### config.mk
export PLATFORM = sky130hd
export DESIGN_NAME = adc_regctl
export DESIGN_NICKNAME = d
export VERILOG_FILES = /design/src/rtl/adc_regctl_pkg.sv /design/src/rtl/adc_regctl_csr.sv /design/src/rtl/adc_regctl_seq.sv /design/src/rtl/adc_regctl.sv
export SDC_FILE = /design/constraint.sdc
export NUM_CORES = 1
export LEC_CHECK = 0
export ABC_AREA = 1
export CAP_MARGIN = 25
export CORE_ASPECT_RATIO = 0.5
export CORE_MARGIN = 1.5
export CORE_UTILIZATION = 44
export CTS_CLUSTER_DIAMETER = 100
export CTS_CLUSTER_SIZE = 24
export DETAILED_ROUTE_END_ITERATION = 10
export GPL_ROUTABILITY_DRIVEN = 0
export MAX_ROUTING_LAYER = met4
export PLACE_DENSITY = 0.79
export SETUP_SLACK_MARGIN = 0.02
export SLEW_MARGIN = 20
export SYNTH_ARGS = -nofsm -noshare
export SYNTH_HDL_FRONTEND = slang
export SYNTH_SLANG_ARGS = --single-unit
### constraint.sdc
create_clock -name clk -period 1.5 [get_ports clk]
set_clock_uncertainty 0.2 [all_clocks]
set_input_delay 0.3 -clock clk [delete_from_list [all_inputs] [get_ports clk]]
set_output_delay 0.3 -clock clk [all_outputs]
set_load 0.01 [all_outputs]
### src/rtl/adc_regctl_pkg.sv
`timescale 1ns/1ps
package adc_regctl_pkg;

    typedef enum logic [2:0] {
        ST_IDLE,
        ST_LAUNCH,
        ST_BUSY,
        ST_SETTLE_GO,
        ST_SETTLE_RUN,
        ST_HALT
    } seq_state_t;

endpackage

### src/rtl/adc_regctl_csr.sv
`timescale 1ns/1ps
module adc_regctl_csr #(
    parameter int BUS_W     = 8,
    parameter int ADDR_W    = 2,
    parameter int CSR_ADDR  = 0,
    parameter int DATA_ADDR = 1
) (
    input  logic              clk,
    input  logic              rst_n,
    input  logic [ADDR_W-1:0] bus_addr,
    input  logic              bus_wr,
    input  logic              bus_rd,
    input  logic [BUS_W-1:0]  bus_wdata,
    output logic [BUS_W-1:0]  bus_rdata,
    input  logic              result_valid,
    input  logic              set_flag,
    input  logic [BUS_W-1:0]  result,
    input  logic              wait_req,
    output logic              csr_wr,
    output logic              ien,
    output logic              cont,
    output logic [BUS_W-4:0]  chan,
    output logic              irq,
    output logic              wake
);
    localparam int CH_W     = BUS_W - 3;
    localparam int FLAG_BIT = BUS_W - 1;
    localparam int IEN_BIT  = BUS_W - 2;
    localparam int CONT_BIT = BUS_W - 3;
    localparam logic [ADDR_W-1:0] CSR_A  = ADDR_W'(CSR_ADDR);
    localparam logic [ADDR_W-1:0] DATA_A = ADDR_W'(DATA_ADDR);

    logic             flag_q, ien_q, cont_q, irq_q;
    logic [CH_W-1:0]  chan_q;
    logic [BUS_W-1:0] data_q;
    logic             dat_rd, flag_clr;

    assign csr_wr = bus_wr && (bus_addr == CSR_A);
    assign dat_rd = bus_rd && (bus_addr == DATA_A);

    // flag clear rules depend on the enable held before this access
    always_comb begin
        if (ien_q) flag_clr = csr_wr && !bus_wdata[FLAG_BIT];
        else       flag_clr = csr_wr || dat_rd;
    end

    always_ff @(posedge clk or negedge rst_n) begin
        if (!rst_n) begin
            flag_q <= 1'b0;
            ien_q  <= 1'b0;
            cont_q <= 1'b0;
            chan_q <= '1;
            data_q <= '0;
            irq_q  <= 1'b0;
        end else begin
            if (set_flag)      flag_q <= 1'b1;
            else if (flag_clr) flag_q <= 1'b0;
            if (csr_wr) begin
                ien_q  <= bus_wdata[IEN_BIT];
                cont_q <= bus_wdata[CONT_BIT];
                chan_q <= bus_wdata[CH_W-1:0];
            end
            if (result_valid) data_q <= result;
            irq_q <= ien_q && flag_q;
        end
    end

    always_comb begin
        if (bus_addr == CSR_A)       bus_rdata = {flag_q, ien_q, cont_q, chan_q};
        else if (bus_addr == DATA_A) bus_rdata = data_q;
        else                         bus_rdata = '0;
    end

    assign ien  = ien_q;
    assign cont = cont_q;
    assign chan = chan_q;
    assign irq  = irq_q;
    assign wake = irq_q && wait_req;

    AST_FLAG_ONLY_HW_SET: assert property (@(posedge clk) disable iff (!rst_n)
        $rose(flag_q) |-> $past(set_flag)) else $error("flag set without result");
    AST_IRQ_DROPS: assert property (@(posedge clk) disable iff (!rst_n)
        ($fell(flag_q) || $fell(ien_q)) |=> !irq_q) else $error("irq stuck");
    AST_DATA_HOLD: assert property (@(posedge clk) disable iff (!rst_n)
        !result_valid |=> $stable(data_q)) else $error("data changed");
    AST_SET_WINS: assert property (@(posedge clk) disable iff (!rst_n)
        set_flag |=> flag_q) else $error("set lost");

endmodule

### src/rtl/adc_regctl_seq.sv
`timescale 1ns/1ps
module adc_regctl_seq
    import adc_regctl_pkg::*;
#(
    parameter int CH_W   = 5,
    parameter int NUM_CH = 7
) (
    input  logic            clk,
    input  logic            rst_n,
    input  logic            csr_wr,
    input  logic [CH_W-1:0] wr_chan,
    input  logic [CH_W-1:0] cur_chan,
    input  logic            cur_cont,
    input  logic            stop_req,
    input  logic            conv_done,
    output logic            conv_start,
    output logic            conv_abort,
    output logic            conv_pwr,
    output logic            result_valid,
    output logic            set_flag
);
    localparam logic [CH_W-1:0] CH_LIMIT = CH_W'(NUM_CH);
    localparam logic [CH_W-1:0] PD_CODE  = '1;

    seq_state_t state_q, state_d;
    logic settle_q, first_q;
    logic start_req, resume_ok, running, settle_done, resume_go;

    assign start_req = csr_wr && (wr_chan < CH_LIMIT);
    assign resume_ok = cur_cont && (cur_chan < CH_LIMIT);
    assign resume_go = (state_q == ST_HALT) && !stop_req && !csr_wr && resume_ok;

    // state register
    always_ff @(posedge clk or negedge rst_n) begin
        if (!rst_n) state_q <= ST_IDLE;
        else        state_q <= state_d;
    end

    // next state
    always_comb begin
        state_d = state_q;
        if (stop_req) begin
            state_d = ST_HALT;
        end else if (csr_wr) begin
            if (start_req) state_d = settle_q ? ST_SETTLE_GO : ST_LAUNCH;
            else           state_d = ST_IDLE;
        end else begin
            unique case (state_q)
                ST_IDLE:       state_d = ST_IDLE;
                ST_LAUNCH:     state_d = ST_BUSY;
                ST_BUSY:       if (conv_done) state_d = cur_cont ? ST_LAUNCH : ST_IDLE;
                ST_SETTLE_GO:  state_d = ST_SETTLE_RUN;
                ST_SETTLE_RUN: if (conv_done) state_d = ST_LAUNCH;
                ST_HALT:       state_d = resume_ok ? ST_SETTLE_GO : ST_IDLE;
                default:       state_d = ST_IDLE;
            endcase
        end
    end

    // outputs
    always_comb begin
        running      = (state_q == ST_LAUNCH) || (state_q == ST_BUSY) ||
                       (state_q == ST_SETTLE_GO) || (state_q == ST_SETTLE_RUN);
        conv_start   = (state_q == ST_LAUNCH) || (state_q == ST_SETTLE_GO);
        conv_abort   = running && (stop_req || csr_wr);
        conv_pwr     = (cur_chan != PD_CODE) && (state_q != ST_HALT) && !stop_req;
        result_valid = (state_q == ST_BUSY) && conv_done && !stop_req && !csr_wr;
        settle_done  = (state_q == ST_SETTLE_RUN) && conv_done && !stop_req && !csr_wr;
        set_flag     = result_valid && (!cur_cont || first_q);
    end

    always_ff @(posedge clk or negedge rst_n) begin
        if (!rst_n) begin
            settle_q <= 1'b0;
            first_q  <= 1'b0;
        end else begin
            if (stop_req)         settle_q <= 1'b1;
            else if (settle_done) settle_q <= 1'b0;
            if ((start_req && !stop_req) || resume_go) first_q <= 1'b1;
            else if (result_valid)                     first_q <= 1'b0;
        end
    end

    AST_START_VALID: assert property (@(posedge clk) disable iff (!rst_n)
        conv_start |-> (cur_chan < CH_LIMIT)) else $error("bad channel start");
    AST_HALT_QUIET: assert property (@(posedge clk) disable iff (!rst_n)
        (stop_req && $past(stop_req)) |-> (!conv_start && !conv_pwr)) else $error("active in stop");
    AST_WARMUP_DISCARD: assert property (@(posedge clk) disable iff (!rst_n)
        settle_q |-> !result_valid) else $error("warm-up stored");
    AST_PD_NO_START: assert property (@(posedge clk) disable iff (!rst_n)
        (cur_chan == PD_CODE) |-> !conv_start) else $error("start while off");

endmodule

### src/rtl/adc_regctl.sv
`timescale 1ns/1ps
module adc_regctl #(
    parameter int BUS_W     = 8,
    parameter int ADDR_W    = 2,
    parameter int CSR_ADDR  = 0,
    parameter int DATA_ADDR = 1,
    parameter int NUM_CH    = 7
) (
    input  logic              clk,
    input  logic              rst_n,
    input  logic [ADDR_W-1:0] bus_addr,
    input  logic              bus_wr,
    input  logic              bus_rd,
    input  logic [BUS_W-1:0]  bus_wdata,
    output logic [BUS_W-1:0]  bus_rdata,
    input  logic              wait_req,
    input  logic              stop_req,
    output logic              conv_start,
    output logic              conv_abort,
    output logic              conv_pwr,
    output logic [BUS_W-4:0]  conv_chan,
    input  logic              conv_done,
    input  logic [BUS_W-1:0]  conv_result,
    output logic              irq,
    output logic              wake
);
    localparam int CH_W = BUS_W - 3;

    logic            csr_wr, ien_w, cont_w, result_valid, set_flag;
    logic [CH_W-1:0] chan_w;

    adc_regctl_csr #(
        .BUS_W(BUS_W), .ADDR_W(ADDR_W), .CSR_ADDR(CSR_ADDR), .DATA_ADDR(DATA_ADDR)
    ) u_csr (
        .clk(clk), .rst_n(rst_n),
        .bus_addr(bus_addr), .bus_wr(bus_wr), .bus_rd(bus_rd),
        .bus_wdata(bus_wdata), .bus_rdata(bus_rdata),
        .result_valid(result_valid), .set_flag(set_flag), .result(conv_result),
        .wait_req(wait_req), .csr_wr(csr_wr), .ien(ien_w), .cont(cont_w),
        .chan(chan_w), .irq(irq), .wake(wake)
    );

    adc_regctl_seq #(.CH_W(CH_W), .NUM_CH(NUM_CH)) u_seq (
        .clk(clk), .rst_n(rst_n),
        .csr_wr(csr_wr), .wr_chan(bus_wdata[CH_W-1:0]),
        .cur_chan(chan_w), .cur_cont(cont_w),
        .stop_req(stop_req), .conv_done(conv_done),
        .conv_start(conv_start), .conv_abort(conv_abort), .conv_pwr(conv_pwr),
        .result_valid(result_valid), .set_flag(set_flag)
    );

    assign conv_chan = chan_w;

    AST_IRQ_NEEDS_EN: assert property (@(posedge clk) disable iff (!rst_n)
        irq |-> $past(ien_w)) else $error("irq without enable");

endmodule

# Word-level counts from Yosys, hierarchy flattened
# Cells that the tools add are included.
# word_totals
register_bits	22
latch_bits	0
mem_bits_rw	0
rom_bits	0
in_bits	25
out_inout_bits	18
wordCells	77
n_memories	0
# classes
add_sub_neg	0
mul	0
div	0
n_lt_le_gt_ge	2
n_eq_ne	10
shifts	0
mux	18
bitwise	0
reduce_logical	38
# ops
op	count
logical AND 1 bit	21
2-to-1 mux 8 bit	2
2-to-1 mux 3 bit	5
one-hot mux 3 bit (5 select lines)	1
less-than comparator 5 x 3 -> 1 bit (second input constant)	2
logical OR 1 bit	8
2-to-1 mux 1 bit	8
inequality test 4 bit (second input constant)	2
== test 3 x 2 -> 1 bit (second input constant)	2
== test 3 bit (second input constant)	2
nonzero test 2 bit	3
inequality test 5 bit (second input constant)	1
logical NOT 1 bit	4
2-to-1 mux 2 bit	2
== test 3 x 1 -> 1 bit (second input constant)	1
inequality test 3 bit (second input constant)	1
== test 2 x 1 -> 1 bit (second input constant)	1
logical NOT 2 bit	1
AND reduction 2 bit	1

# Depth between registers and ports, before layout
# depth
ltp_word	7
depth_mapped	7

# Modules after synthesis
# A second synthesis with hierarchy kept.
# hier_totals
cells_unflattened	158
area_unflattened_um2	1138.6
# by_module_without_submodules
module	n_inst	cells_each	area_each_um2	seq_area_each_um2
adc_regctl_csr	1	97	775.7	431.7
adc_regctl_seq	1	61	362.8	125.1

# Least setup slack after synthesis
# OpenSTA, ideal clock, no wires.
# synth_path
kind	input port to output port
from	input port bus_addr[0]
to	output port conv_abort
t_arrival_ps	960
required_ps	1000
setup_slack_ps	40
cell_stages	7
path_buffers	2
cell_sequence	buf_6 > nor2_8 > nand2_4 > buf_6 > nand2_2 > o21ai_0 > inv_1
# synth_via
elab_chain_cells	4
# synth_rtl
item	line	text
start: declaration	adc_regctl.sv:11	input logic [ADDR_W-1:0] bus_addr,
logical NOT 2 bit	adc_regctl_csr.sv:38	assign csr_wr = bus_wr && (bus_addr == CSR_A);
logical AND 1 bit	adc_regctl_csr.sv:38	
logical OR 1 bit	adc_regctl_seq.sv:65	conv_abort = running && (stop_req || csr_wr);
logical AND 1 bit	adc_regctl_seq.sv:65	
end: declaration	adc_regctl.sv:19	output logic conv_abort,
# Every way passes these cells.

# Worst setup path in the final report
# layout_path
from	register u_seq.state_q[2]
to	output port conv_pwr
# layout_via
elab_chain_cells	3
# layout_rtl
item	line	text
start: declaration	adc_regctl_seq.sv:25	seq_state_t state_q, state_d;
start signal: assignment	adc_regctl_seq.sv:36	else state_q <= state_d;
inequality test 3 bit	adc_regctl_seq.sv:66	conv_pwr = (cur_chan != PD_CODE) && (state_q != ST_HALT) && !stop_req;
logical AND 1 bit (2 in a row)	adc_regctl_seq.sv:66	
end: declaration	adc_regctl.sv:20	output logic conv_pwr,
# Every way passes these cells.

==> flow_summary_export.csv <==
group,metric,value,unit
finish,final_common_cell,"nand2_1",
pwr,power_density,901.9,nW/um^2
timing,hold_viol_final,0,
timing,setup_tns,-2.607,ns
global_route,grt_antenna_before_repair,0,
routing,via_per_inst,4.842,
placement,dp_hpwl,2402,um
die,initial_core_util,0.4649,
critical_path,crit_fanout,5,
timing,maxSlewHeadroom,0.8747,
global_route,grt_usage,0.2474,
timing,final.period_utilization,1.143,
global_route,grt_max_degree,23,
finish,n_fill_cell,172,
outcome,outcome,"finished, violations left",
outcome,violations,"setup timing",
critical_path,cp_cell_sequence,"inv_2 -> nor3_4 -> a311oi_1 -> buf_2",
critical_path,timing.critical_path.slowest_cell_delay,0.45,ns
global_route,grt_pass1_vias,1245,
routing,antenna_left,0,
timing,finalSetupViolCount,22,
clock_tree,tritoncts,"yes",
routing,wl_per_cell,13.02,um
synthesis,yosys_warnings,0,
clock_tree,insertion_delay,0.27,ns
finish,final_cell_mix,"nand2_1 (47), buf_4 (29), clkdlybuf4s50_1 (19)",
synthesis,synth-seq-cells,22,
critical_path,path_class,"reg -> out",
timing,slew_violations,0,
synthesis,syn_inst,154,
finish,diodes,0,
clock_tree,ctsHtreeMaxLevel,1,
finish,area_growth,73.94,%
routing,wl,3633,um
routing,drtIter0Drc,57,
pwr,total_power,1898,uW
min_path,hold_class,"in -> async",
routing,first_pass_iters,4,
die,die_area,3093,sq um
timing,rsz0062_at_grt,"true",
pwr,ir_worst_vdd,0.4702,mV
finish,fin_nets,268,
placement,pre_cts_ws,-0.8753,ns
placement,port_buffers,42,
die,die_h,40.08,um
clock_tree,clockBufferDepth,2,
synthesis,seq_area_frac_synth,0.4602,
global_route,grt_pass1_wl,5526,um
clock_tree,cts_hold_buf,0,
critical_path,reg2reg_slack,-0.15,ns
critical_path,crit_arrival,1.21,ns
pwr,power.leakage,0.001099,uW
timing,layout_min_cycle_time,1.714,ns
die,coreArea,2603,sq um
synthesis,avgSynthCellArea,7.857,sq um
critical_path,reg2regPathDepth,9,
timing,worst_slack,-0.2139,ns
placement,place_area,1894,sq um
finish,layout-drive-gt1-share,0.4628,
critical_path,crit_buf_inv,2,
synthesis,syn_area,1210,sq um
synthesis,synth_cell_types,27,
timing,tightest_slew,0.1867,ns
critical_path,crit_path_start_kind,"flop",
clock_tree,clockRootBuffer,"clkbuf_8",
finish,final_area,2105,sq um
timing,fmaxAchievable,583.5,MHz
timing,timing.hold.ws,0.1680,ns
die,die_w,77.16,um
routing,via_count,1351,
die,rows,13,
clock_tree,path_clk_slew,0.08,ns
global_route,gr-total-overflow,0,
critical_path,end_kind,"primary output",
clock_tree,cts.sinks,22,
flow_run,max_cap_violations,0,
clock_tree,cts_made_buffers,3,
critical_path,crit_required,1.00,ns
critical_path,cp.depth,4,
critical_path,cpLargestDelayFamily,"flip-flops",
die,io-pin-count,43,
synthesis,synthesis.nets,179,
critical_path,crit_path_top_delay_cell,"dfrtp_2",
routing,drc,0,
==> flip-flops by register name (all words and copies together), names as in the netlist <==
signal / cells
u_csr.flag_q: 1
u_csr.data_q: 8
u_csr.irq: 1
u_seq.state_q: 3
u_seq.first_q: 1
u_seq.settle_q: 1
u_csr.ien: 1
u_csr.cont: 1
u_csr.chan: 5
==> metal layers <==
metal,global-route usage,share of wire,vias to the layer above
met4,0.06364,0.0050,0
met2,0.4627,0.51,27
met3,0.04773,0.026,2
li1,-,-,672
met5,-,0,-
met1,0.2891,0.46,650
==> worst paths after layout <==
path                             startpoint               to
max reg2reg                u_seq.state_q[2]  u_csr.data_q[6]
max                        u_seq.state_q[2]         conv_pwr
min                                   rst_n  u_csr.data_q[7]
min reg2reg                 u_csr.data_q[1]  u_csr.data_q[1]
max in group asynchronous             rst_n    u_csr.chan[0]
min in group clk            u_csr.data_q[1]  u_csr.data_q[1]
==> kinds of logic (layout without fill, tap and decap cells) <==
| kind of cell | count (synthesis) | after routing | synth area share |
|---|---|---|---|
| AO/OA/AOI/OAI | 22 | 22 | 0.1086 |
| buffers and inverters | 23 | 111 | 0.08893 |
| AND/OR/NAND/NOR | 87 | 87 | 0.3423 |
| flip-flops | 22 | 22 | 0.4602 |
==> cell usage after synthesis, drive strengths merged <==
cell type / count / area (sq um)
nand2: 56 / 220.2
inv: 18 / 67.57
dfrtp: 17 / 425.4
nand3: 17 / 102.6
o21ai: 15 / 82.58
nor2: 10 / 63.82
a21oi: 5 / 32.53
dfstp: 5 / 131.4
buf: 3 / 27.52
clkinv: 2 / 12.51
nand4: 2 / 12.51
nor3: 2 / 15.01
a311oi: 1 / 8.760
o211ai: 1 / 7.510
==> per-stage QoR <==
step / util / cells
3_5_place_dp: 0.7279 / 261
4_1_cts: 0.7587 / 270
3_3_place_gp: 0.7279 / 261
5_1_grt: 0.8087 / 279
2_1_floorplan: - / 154
6_report: 0.8087 / 279
==> worst register-to-register path: cells and delay by family (launching register included) <==
kind / cells / cell delay, ns
DFF: 1 / 0.45
buffers and inverters: 4 / 0.47
and+or+nand+nor: 5 / 0.43
==> where the power goes <==
part / internal, uW / leakage (uW) / switching, uW / total, uW
clock: 190 / 0.0000228 / 201 / 391
combinational: 383 / 0.000813 / 316 / 698
sequential: 720 / 0.000263 / 88.2 / 808
total: 1290 / 0.00110 / 605 / 1900
==> cell type report <==
cell class	instances	area (sq um)	area share
timing repair buffer	86	742.0	0.3526
clock buffer	4	45.04	0.02140
multi-input combinational	109	621.8	0.2955
sequential	22	559.3	0.2658
timing repair inverter	1	5.005	0.002378
inverter	20	85.08	0.04043
tap	37	46.29	0.02200
==> repair_timing <==
item | 4_1_cts | 5_1_grt
resized for setup | 108 | 29
pin swaps | 8 | 12
cloned | 1 | 0
setup buffers | 4 | 9
setup endpoints to repair | 37 | 32
Note: power is estimated with default switching activity, not from simulation.
